## src/rtl/drvsup_pkg.sv

```systemverilog
package drvsup_pkg;

   typedef enum logic [2:0] {
      SUP_IDLE  = 3'd0,
      SUP_ARM   = 3'd1,
      SUP_RUN   = 3'd2,
      SUP_RAMP  = 3'd3,
      SUP_TRIP  = 3'd4
   } sup_state_t;

   typedef enum logic {
      FLT_UV = 1'b0,
      FLT_OC = 1'b1
   } flt_kind_t;

   typedef struct packed {
      logic run_req;
      logic main_en;
      logic rect_inhibit;
      logic bridge_all_on;
      logic bridge_block;
      logic commut_inhibit;
   } sup_out_t;

endpackage

```

## src/rtl/drvsup_press.sv

```systemverilog
module drvsup_press #(
   parameter bit EDGE_MODE = 1'b1
) (
   input  logic clk,
   input  logic rst_n,
   input  logic btn,
   output logic press
);
   generate
      if (EDGE_MODE) begin : g_edge
         logic btn_q;
         always_ff @(posedge clk or negedge rst_n) begin
            if (!rst_n) btn_q <= 1'b0;
            else        btn_q <= btn;
         end
         assign press = btn & ~btn_q;
      end else begin : g_level
         assign press = btn;
      end
   endgenerate
endmodule

```

## src/rtl/drvsup_hold_timer.sv

```systemverilog
module drvsup_hold_timer #(
   parameter int unsigned HOLD_CYC = 50000
) (
   input  logic clk,
   input  logic rst_n,
   input  logic fault,
   output logic expired
);
   localparam int unsigned CW = $clog2(HOLD_CYC + 1);

   generate
      if (HOLD_CYC < 1) begin : g_bad_hold
         $error("drvsup_hold_timer: HOLD_CYC must be at least 1");
      end
   endgenerate

   logic [CW-1:0] cnt;

   always_ff @(posedge clk or negedge rst_n) begin
      if (!rst_n)              cnt <= '0;
      else if (fault)          cnt <= CW'(HOLD_CYC);
      else if (cnt != '0)      cnt <= cnt - 1'b1;
   end

   assign expired = (cnt == '0);

   assert_fault_rearms_R10: assert property (@(posedge clk) disable iff (!rst_n)
      fault |=> !expired);

endmodule

```

## src/rtl/drvsup_fsm.sv

```systemverilog
module drvsup_fsm
   import drvsup_pkg::*;
(
   input  logic     clk,
   input  logic     rst_n,
   input  logic     start_press,
   input  logic     stop_lvl,
   input  logic     oc,
   input  logic     uv,
   input  logic     low_ref,
   input  logic     hold_done,
   output sup_out_t outs
);
   sup_state_t state, state_nx;
   flt_kind_t  kind, kind_nx;

   wire go = start_press & ~stop_lvl;

   always_comb begin
      state_nx = state;
      kind_nx  = kind;
      if (oc) begin
         state_nx = SUP_TRIP;
         kind_nx  = FLT_OC;
      end else if (uv) begin
         state_nx = SUP_TRIP;
         kind_nx  = (state == SUP_TRIP && kind == FLT_OC) ? FLT_OC : FLT_UV;
      end else begin
         unique case (state)
            SUP_IDLE: if (go) state_nx = SUP_ARM;
            SUP_ARM:  state_nx = stop_lvl ? SUP_IDLE : SUP_RUN;
            SUP_RUN:  if (stop_lvl) state_nx = SUP_RAMP;
            SUP_RAMP: begin
               if (go)           state_nx = SUP_RUN;
               else if (low_ref) state_nx = SUP_IDLE;
            end
            SUP_TRIP: if (hold_done && go) state_nx = SUP_ARM;
            default:  state_nx = SUP_IDLE;
         endcase
      end
   end

   always_ff @(posedge clk or negedge rst_n) begin
      if (!rst_n) begin
         state <= SUP_IDLE;
         kind  <= FLT_UV;
      end else begin
         state <= state_nx;
         kind  <= kind_nx;
      end
   end

   always_comb begin
      outs = '0;
      unique case (state)
         SUP_ARM:  outs.run_req = 1'b1;
         SUP_RUN: begin
            outs.run_req = 1'b1;
            outs.main_en = 1'b1;
         end
         SUP_RAMP: outs.main_en = 1'b1;
         SUP_TRIP: begin
            outs.rect_inhibit   = 1'b1;
            outs.commut_inhibit = 1'b1;
            outs.bridge_all_on  = (kind == FLT_OC);
            outs.bridge_block   = (kind == FLT_UV);
         end
         default: outs = '0;
      endcase
   end

   assert_start_seeds_run_R2: assert property (@(posedge clk) disable iff (!rst_n)
      $rose(outs.run_req) |-> $past(start_press));

   assert_stop_keeps_power_R4: assert property (@(posedge clk) disable iff (!rst_n)
      (stop_lvl && !oc && !uv && outs.run_req && outs.main_en) |=>
      (!outs.run_req && outs.main_en));

   assert_enable_release_R5: assert property (@(posedge clk) disable iff (!rst_n)
      $fell(outs.main_en) |-> ($past(low_ref) || $past(oc) || $past(uv)));

   assert_oc_pattern_R7: assert property (@(posedge clk) disable iff (!rst_n)
      oc |=> (outs.rect_inhibit && outs.bridge_all_on && outs.commut_inhibit &&
              !outs.bridge_block && !outs.run_req && !outs.main_en));

   assert_uv_pattern_R8: assert property (@(posedge clk) disable iff (!rst_n)
      (uv && !oc && !outs.bridge_all_on) |=> (outs.rect_inhibit && outs.bridge_block &&
              outs.commut_inhibit && !outs.bridge_all_on && !outs.run_req && !outs.main_en));

   assert_oc_sticks_R9: assert property (@(posedge clk) disable iff (!rst_n)
      (outs.bridge_all_on && uv) |=> outs.bridge_all_on);

   assert_hold_keeps_trip_R10: assert property (@(posedge clk) disable iff (!rst_n)
      (state == SUP_TRIP && !hold_done) |=> (state == SUP_TRIP));

endmodule

```

## src/rtl/drv_run_supervisor.sv

```systemverilog
module drv_run_supervisor
   import drvsup_pkg::*;
#(
   parameter int unsigned CLK_HZ     = 50_000_000,
   parameter int unsigned HOLD_US    = 1000,
   parameter bit          START_EDGE = 1'b1
) (
   input  logic clk,
   input  logic rst_n,
   input  logic start_btn,
   input  logic stop_btn,
   input  logic oc_trip,
   input  logic uv_trip,
   input  logic near_zero_ref,
   output logic run_req,
   output logic main_en,
   output logic rect_inhibit,
   output logic bridge_all_on,
   output logic bridge_block,
   output logic commut_inhibit
);
   localparam int unsigned CYC_PER_US = CLK_HZ / 1_000_000;
   localparam int unsigned HOLD_CYC   = CYC_PER_US * HOLD_US;

   generate
      if (CYC_PER_US < 1) begin : g_bad_clk
         $error("drv_run_supervisor: CLK_HZ must be at least 1 MHz");
      end
      if (HOLD_US < 1) begin : g_bad_us
         $error("drv_run_supervisor: HOLD_US must be at least 1");
      end
   endgenerate

   logic     start_press;
   logic     hold_done;
   sup_out_t o;

   drvsup_press #(.EDGE_MODE(START_EDGE)) u_press (
      .clk   (clk),
      .rst_n (rst_n),
      .btn   (start_btn),
      .press (start_press)
   );

   drvsup_hold_timer #(.HOLD_CYC(HOLD_CYC)) u_hold (
      .clk     (clk),
      .rst_n   (rst_n),
      .fault   (oc_trip | uv_trip),
      .expired (hold_done)
   );

   drvsup_fsm u_fsm (
      .clk         (clk),
      .rst_n       (rst_n),
      .start_press (start_press),
      .stop_lvl    (stop_btn),
      .oc          (oc_trip),
      .uv          (uv_trip),
      .low_ref     (near_zero_ref),
      .hold_done   (hold_done),
      .outs        (o)
   );

   assign run_req        = o.run_req;
   assign main_en        = o.main_en;
   assign rect_inhibit   = o.rect_inhibit;
   assign bridge_all_on  = o.bridge_all_on;
   assign bridge_block   = o.bridge_block;
   assign commut_inhibit = o.commut_inhibit;

endmodule

```

## config.mk

```make
export PLATFORM = sky130hd
export DESIGN_NAME = drv_run_supervisor
export DESIGN_NICKNAME = d
export VERILOG_FILES = /design/src/rtl/drvsup_pkg.sv /design/src/rtl/drvsup_press.sv /design/src/rtl/drvsup_hold_timer.sv /design/src/rtl/drvsup_fsm.sv /design/src/rtl/drv_run_supervisor.sv
export SDC_FILE = /design/constraint.sdc
export NUM_CORES = 1
export LEC_CHECK = 0
export ABC_AREA = 1
export CAP_MARGIN = 20
export CORE_MARGIN = 3
export CORE_UTILIZATION = 40
export DETAILED_ROUTE_END_ITERATION = 10
export PLACE_DENSITY = 0.68
export SYNTH_ARGS = -nofsm -noshare
export SYNTH_HDL_FRONTEND = slang
export SYNTH_SLANG_ARGS = --single-unit
```

## constraint.sdc

```tcl
create_clock -name clk -period 3.6 [get_ports clk]
set_input_delay 0.9 -clock clk [delete_from_list [all_inputs] [get_ports clk]]
set_output_delay 0.9 -clock clk [all_outputs]
set_load 0.01 [all_outputs]
```

# == After elaboration in Yosys (flattened, before gate mapping) ==
# Cells that the tools add are included.
# Widths: inputs -> output; s select.
# word_totals
register_bits,21
latchBits,0
ramBits,0
romBits,0
input_bits,7
out_inout_bits,6
wordCells,46
mem_count,0
# classes
addsub,1
mul,0
div_mod_pow,0
magnitude_cmp,0
n_eq_ne,8
n_shift,0
muxes,17
bitwise_logic,6
n_reduce_logical,10
# ops
op,count
$mux 16,2
$mux 3,7
$logic_not 16->1,1
$reduce_bool 16->1,1
$sub 16x1->16 const B,1
$pmux 3 s5,1
$ne 4x4->1 const B,2
$eq 3x2->1 const B,2
$mux 1,5
$ne 5x4->1 const B,1
$mux 4,1
$ne 4x3->1 const B,1
$reduce_and 4->1,1
$reduce_bool 2->1,2
$reduce_or 2->1,2
$eq 3x1->1 const B,1
$eq 3x3->1 const B,1
$logic_not 3->1,1
$not 1->1,3
$and 1x1->1,2
$logic_and 1x1->1,2
$mux 2,1
$or 1x1->1,1

# == Logic depth before layout (Yosys ltp) ==
# logic_depth
ltp_word,8
ltp_mapped,9
depth_no_buf,9

# == Modules after synthesis ==
# From an unflattened synthesis, not the netlist that was laid out.
# hier_totals
cells_unflattened,209
hier_area_um2,1468.9
# modules_own_cells
mod,n_inst,cells_per_inst,area_per_inst_um2,seq_area_each_um2
drvsup_hold_timer,1,149,1066.0,400.4
drvsup_fsm,1,54,356.6,100.1
drvsup_press,1,3,35.0,25.0
drv_run_supervisor,1,3,11.3,0.0

# == Least setup slack after synthesis ==
# No wires, ideal clock.
# synth_timing
path_type,reg-to-output
from,register u_fsm.state[0]
to,output bridge_all_on
arrival_ps,972
t_required_ps,2700
path_slack_ps,1728
path_stages_with_launch,6
path_buffers,0
cell_sequence,dfrtp_1 inv_1 nand2_1 nor2_2 inv_1 nor2_1
# synth_between
elab_chain_len,2
# synth_rtl
item,line_no,rtl
start: declaration,drvsup_fsm.sv:14,"sup_state_t state, state_nx;"
start signal: assignment,drvsup_fsm.sv:48,state <= state_nx;
$eq 3x3->1,drvsup_fsm.sv:55,unique case (state)
$mux 4,drvsup_fsm.sv:55,
end: declaration,drv_run_supervisor.sv:18,"output logic bridge_all_on,"
# No other way between the ends.

# == Worst setup path in the final report ==
# layout_timing
from,register u_fsm.state[1]
to,output bridge_all_on
# The elaborated chain is that of the path after synthesis.

==> flow_metrics.tcl <==
set metrics [dict create \
    fin_tns_setup_ns 0 \
    area_growth_pct 12.2 \
    synth_cell_type_count 33 \
    postSynthAreaPerCell_um2 7.65 \
    cts.repair.resized 0 \
    powerDensity_mw_per_mm2 265 \
    synth_xor_area_share_pct 1.24 \
    required_ns 2.70 \
    end_kind "output pin" \
    hp-class "flip-flop to flip-flop" \
    clkTransAtPathRegs_ns 0.12 \
    ys_warn_count 0 \
    hold_buffers 0 \
    hold_path_startpoint "u_hold.cnt[0]" \
    root_buffer "clkbuf_4" \
    skew_ns 0.00632 \
    grt_max_degree 22 \
    ys_seq_area_share_pct 37.1 \
    drtIter0Drc 42 \
    n_antenna_cell 0 \
    h-tree-depth 1 \
    cts_buffer_depth 2 \
    grt_usage_pct 14.8 \
    final_cell_mix "nand2_1, nor2_1, inv_1" \
    routedWlPerCell_um 11.5 \
    antenna_found_initial 0 \
    maxCapViolCount 0 \
    synth_top_family_by_area "simple AND/OR/NAND/NOR gates" \
    synth_compound_area_share_pct 6.37 \
    synthesis.area_mm2 0.00142 \
    status "completed" \
    nets 207 \
    critPathTopFamily "buffers and inverters" \
    crit_chain "inv_2 -> nand2_1 -> nor2_2 -> inv_1 -> nor2_1 -> clkdlybuf4s50_1" \
    slew_viol_final 0 \
    clkSinkCount 21 \
    gp_congestion 0.870 \
    synth_fa_ha_area_share_pct 0.884 \
    die-area_mm2 0.00429 \
    cp-start-kind "flip-flop" \
    crit_start "u_fsm.state[1]" \
    clk_latency_ns 0.30 \
    filler_cell_count 348 \
    ys_ff_latch 21 \
    num_io_pins 13 \
    via_per_inst 4.72 \
    worst_pin_slew_ns 0.896 \
    crit_buf_inv 3 \
    r2r_start "u_hold.cnt[0]" \
    die_h_um 65.5 \
    finalHoldViolCount 0 \
    muxShareOfSynthArea_pct 0 \
    die_w_um 65.5 \
    cp_data_arrival_time_ns 1.81 \
    p_leak_nw 0.759 \
    fin_crit_ns 2.71 \
    synth_simple_gate_area_share_pct 44.4 \
    max_slew_margin_pct 40.1 \
    globalRoute.totalOverflow 0 \
    synth_fp_nets 193 \
    final_common_cell "nand2_1" \
    multi_input_area_um2 748 \
    dr_total_vias 1142 \
    grt_pass1_vias 1092 \
    drtPass1Iterations 5 \
    slowest_stage "clkdlybuf4s50_1" \
    row_count 20 \
    wl_um 2790 \
    dp_cells 238 \
    rsz0062_at_grt "false" \
    fmax_mhz 369 \
    initial_utilization_pct 44.2 \
    register_area_um2 526 \
    stdcell_count 242 \
    cts_tree "yes" \
    core_area_mm2 0.00320 \
    cts_buffers 3 \
    drc_errors 0 \
    worst-path-max-fanout 6 \
    drive_gt1_share_pct 15.7 \
    postCtsSetupBuffers 0 \
    dpl.hpwl_um 2290 \
    crit_type "flip-flop to output pin" \
    ant_nets 0 \
    ir_drop_mv 0.229 \
    min_period_over_period_pct 75.3 \
    cpPeakStageDelay_ns 0.56 \
    port_buffers 12 \
    synth_cells 185 \
    grt_pass1_wl_um 4930 \
    finalSetupViolCount 0 \
]
cell families (layout without fill, tap and decap cells):
kind of cell | count (synthesis) | after routing
xor gates and xnor gates | 2 | 2
adders and majority gates | 1 | 1
and+or+nand+nor | 116 | 116
buffers and inverters | 30 | 43
DFF | 21 | 21
AOI/OAI and AO/OA | 15 | 15
synthesized netlist by cell type:
cell      number  share of area, %
nor3_1         1              0.35
xor2_1         1              0.62
a21oi_1        5               1.8
buf_4          1              0.53
o22ai_2        1              0.88
nand3_2        1              0.71
nand4_1        4               1.8
nand3b_1       2               1.1
or2_0          1              0.44
buf_6          2               1.6
nand2_4        3               2.4
nor3_2         1              0.71
xnor2_1        1              0.62
dfrtp_1       21                37
nand2_1       41                11
o21ai_1        1              0.35
o21ai_0        5               1.8
nand3_4        1               1.2
inv_1         24               6.4
a31oi_1        1              0.44
nor4_1         1              0.44
nor2_2         4               1.8
o21ai_2        1              0.62
ha_1           1              0.88
nor2_1        25               6.6
nor2_8         1               1.4
inv_2          1              0.26
or2_1          2              0.88
a21o_1         1              0.53
clkinv_4       2               1.2
nand3_1       17               6.0
nand2_2        3               1.3
nor2_4         8               6.4
metrics by stage:
step | total power, W | hold WS [ns] | utilization, % | cell area (µm²) | setup WS [ns]
after floorplan | 0.000293 | 0.493 | - | 1420 | 1.73
after global placement | 0.000315 | 0.512 | 48.7 | 1560 | 1.22
after detailed placement | 0.000316 | 0.516 | 48.7 | 1560 | 1.16
after CTS | 0.000429 | 0.537 | 49.6 | 1590 | 0.898
after global routing | 0.000445 | 0.558 | 49.6 | 1590 | 0.790
final | 0.000421 | 0.536 | 49.6 | 1590 | 0.889
cell type report:
class                   instances  share of cell area (%)
flip-flops and latches         21                    33.1
inverters                      27                    7.01
repair buffers                 12                    7.57
well taps                      44                    3.47
clock buffers                   3                    1.42
clock inverters                 1                   0.315
multi-input cells             134                    47.1
flip-flops by register name, indices dropped and copies added, names as in the netlist:
register and count:
u_hold.cnt 16, u_fsm.state 3, u_fsm.kind 1, u_press.g_edge.btn_q 1
power breakdown:
group          internal, W  switching [W]  total (W)
logic            0.0000235      0.0000387  0.0000622
clock network    0.0000414      0.0000694   0.000111
registers         0.000242     0.00000650   0.000248
total             0.000307       0.000115   0.000421
path summary, 6_finish.rpt:
path,endpoint,slack (ns),cells past startpoint
max,bridge_all_on,0.89,6
min,u_hold.cnt[0],0.54,1
max reg2reg,u_hold.cnt[14],2.10,9
min reg2reg,u_hold.cnt[0],0.54,1
max in group asynchronous,u_hold.cnt[10],1.96,1
min in group asynchronous,u_press.g_edge.btn_q,1.09,1
routing by layer:
metal  share of wire (%)  wire [µm]  vias up  global-route usage (%)
met1                  53       1490      522                    21.7
met3                 1.6         45        2                    1.54
met4                0.50         14        0                    4.66
met5                   0          0        -                       0
met2                  44       1240        6                    22.8
li1                    -          -      612                       -
Note: power is estimated with default switching activity, not from simulation.
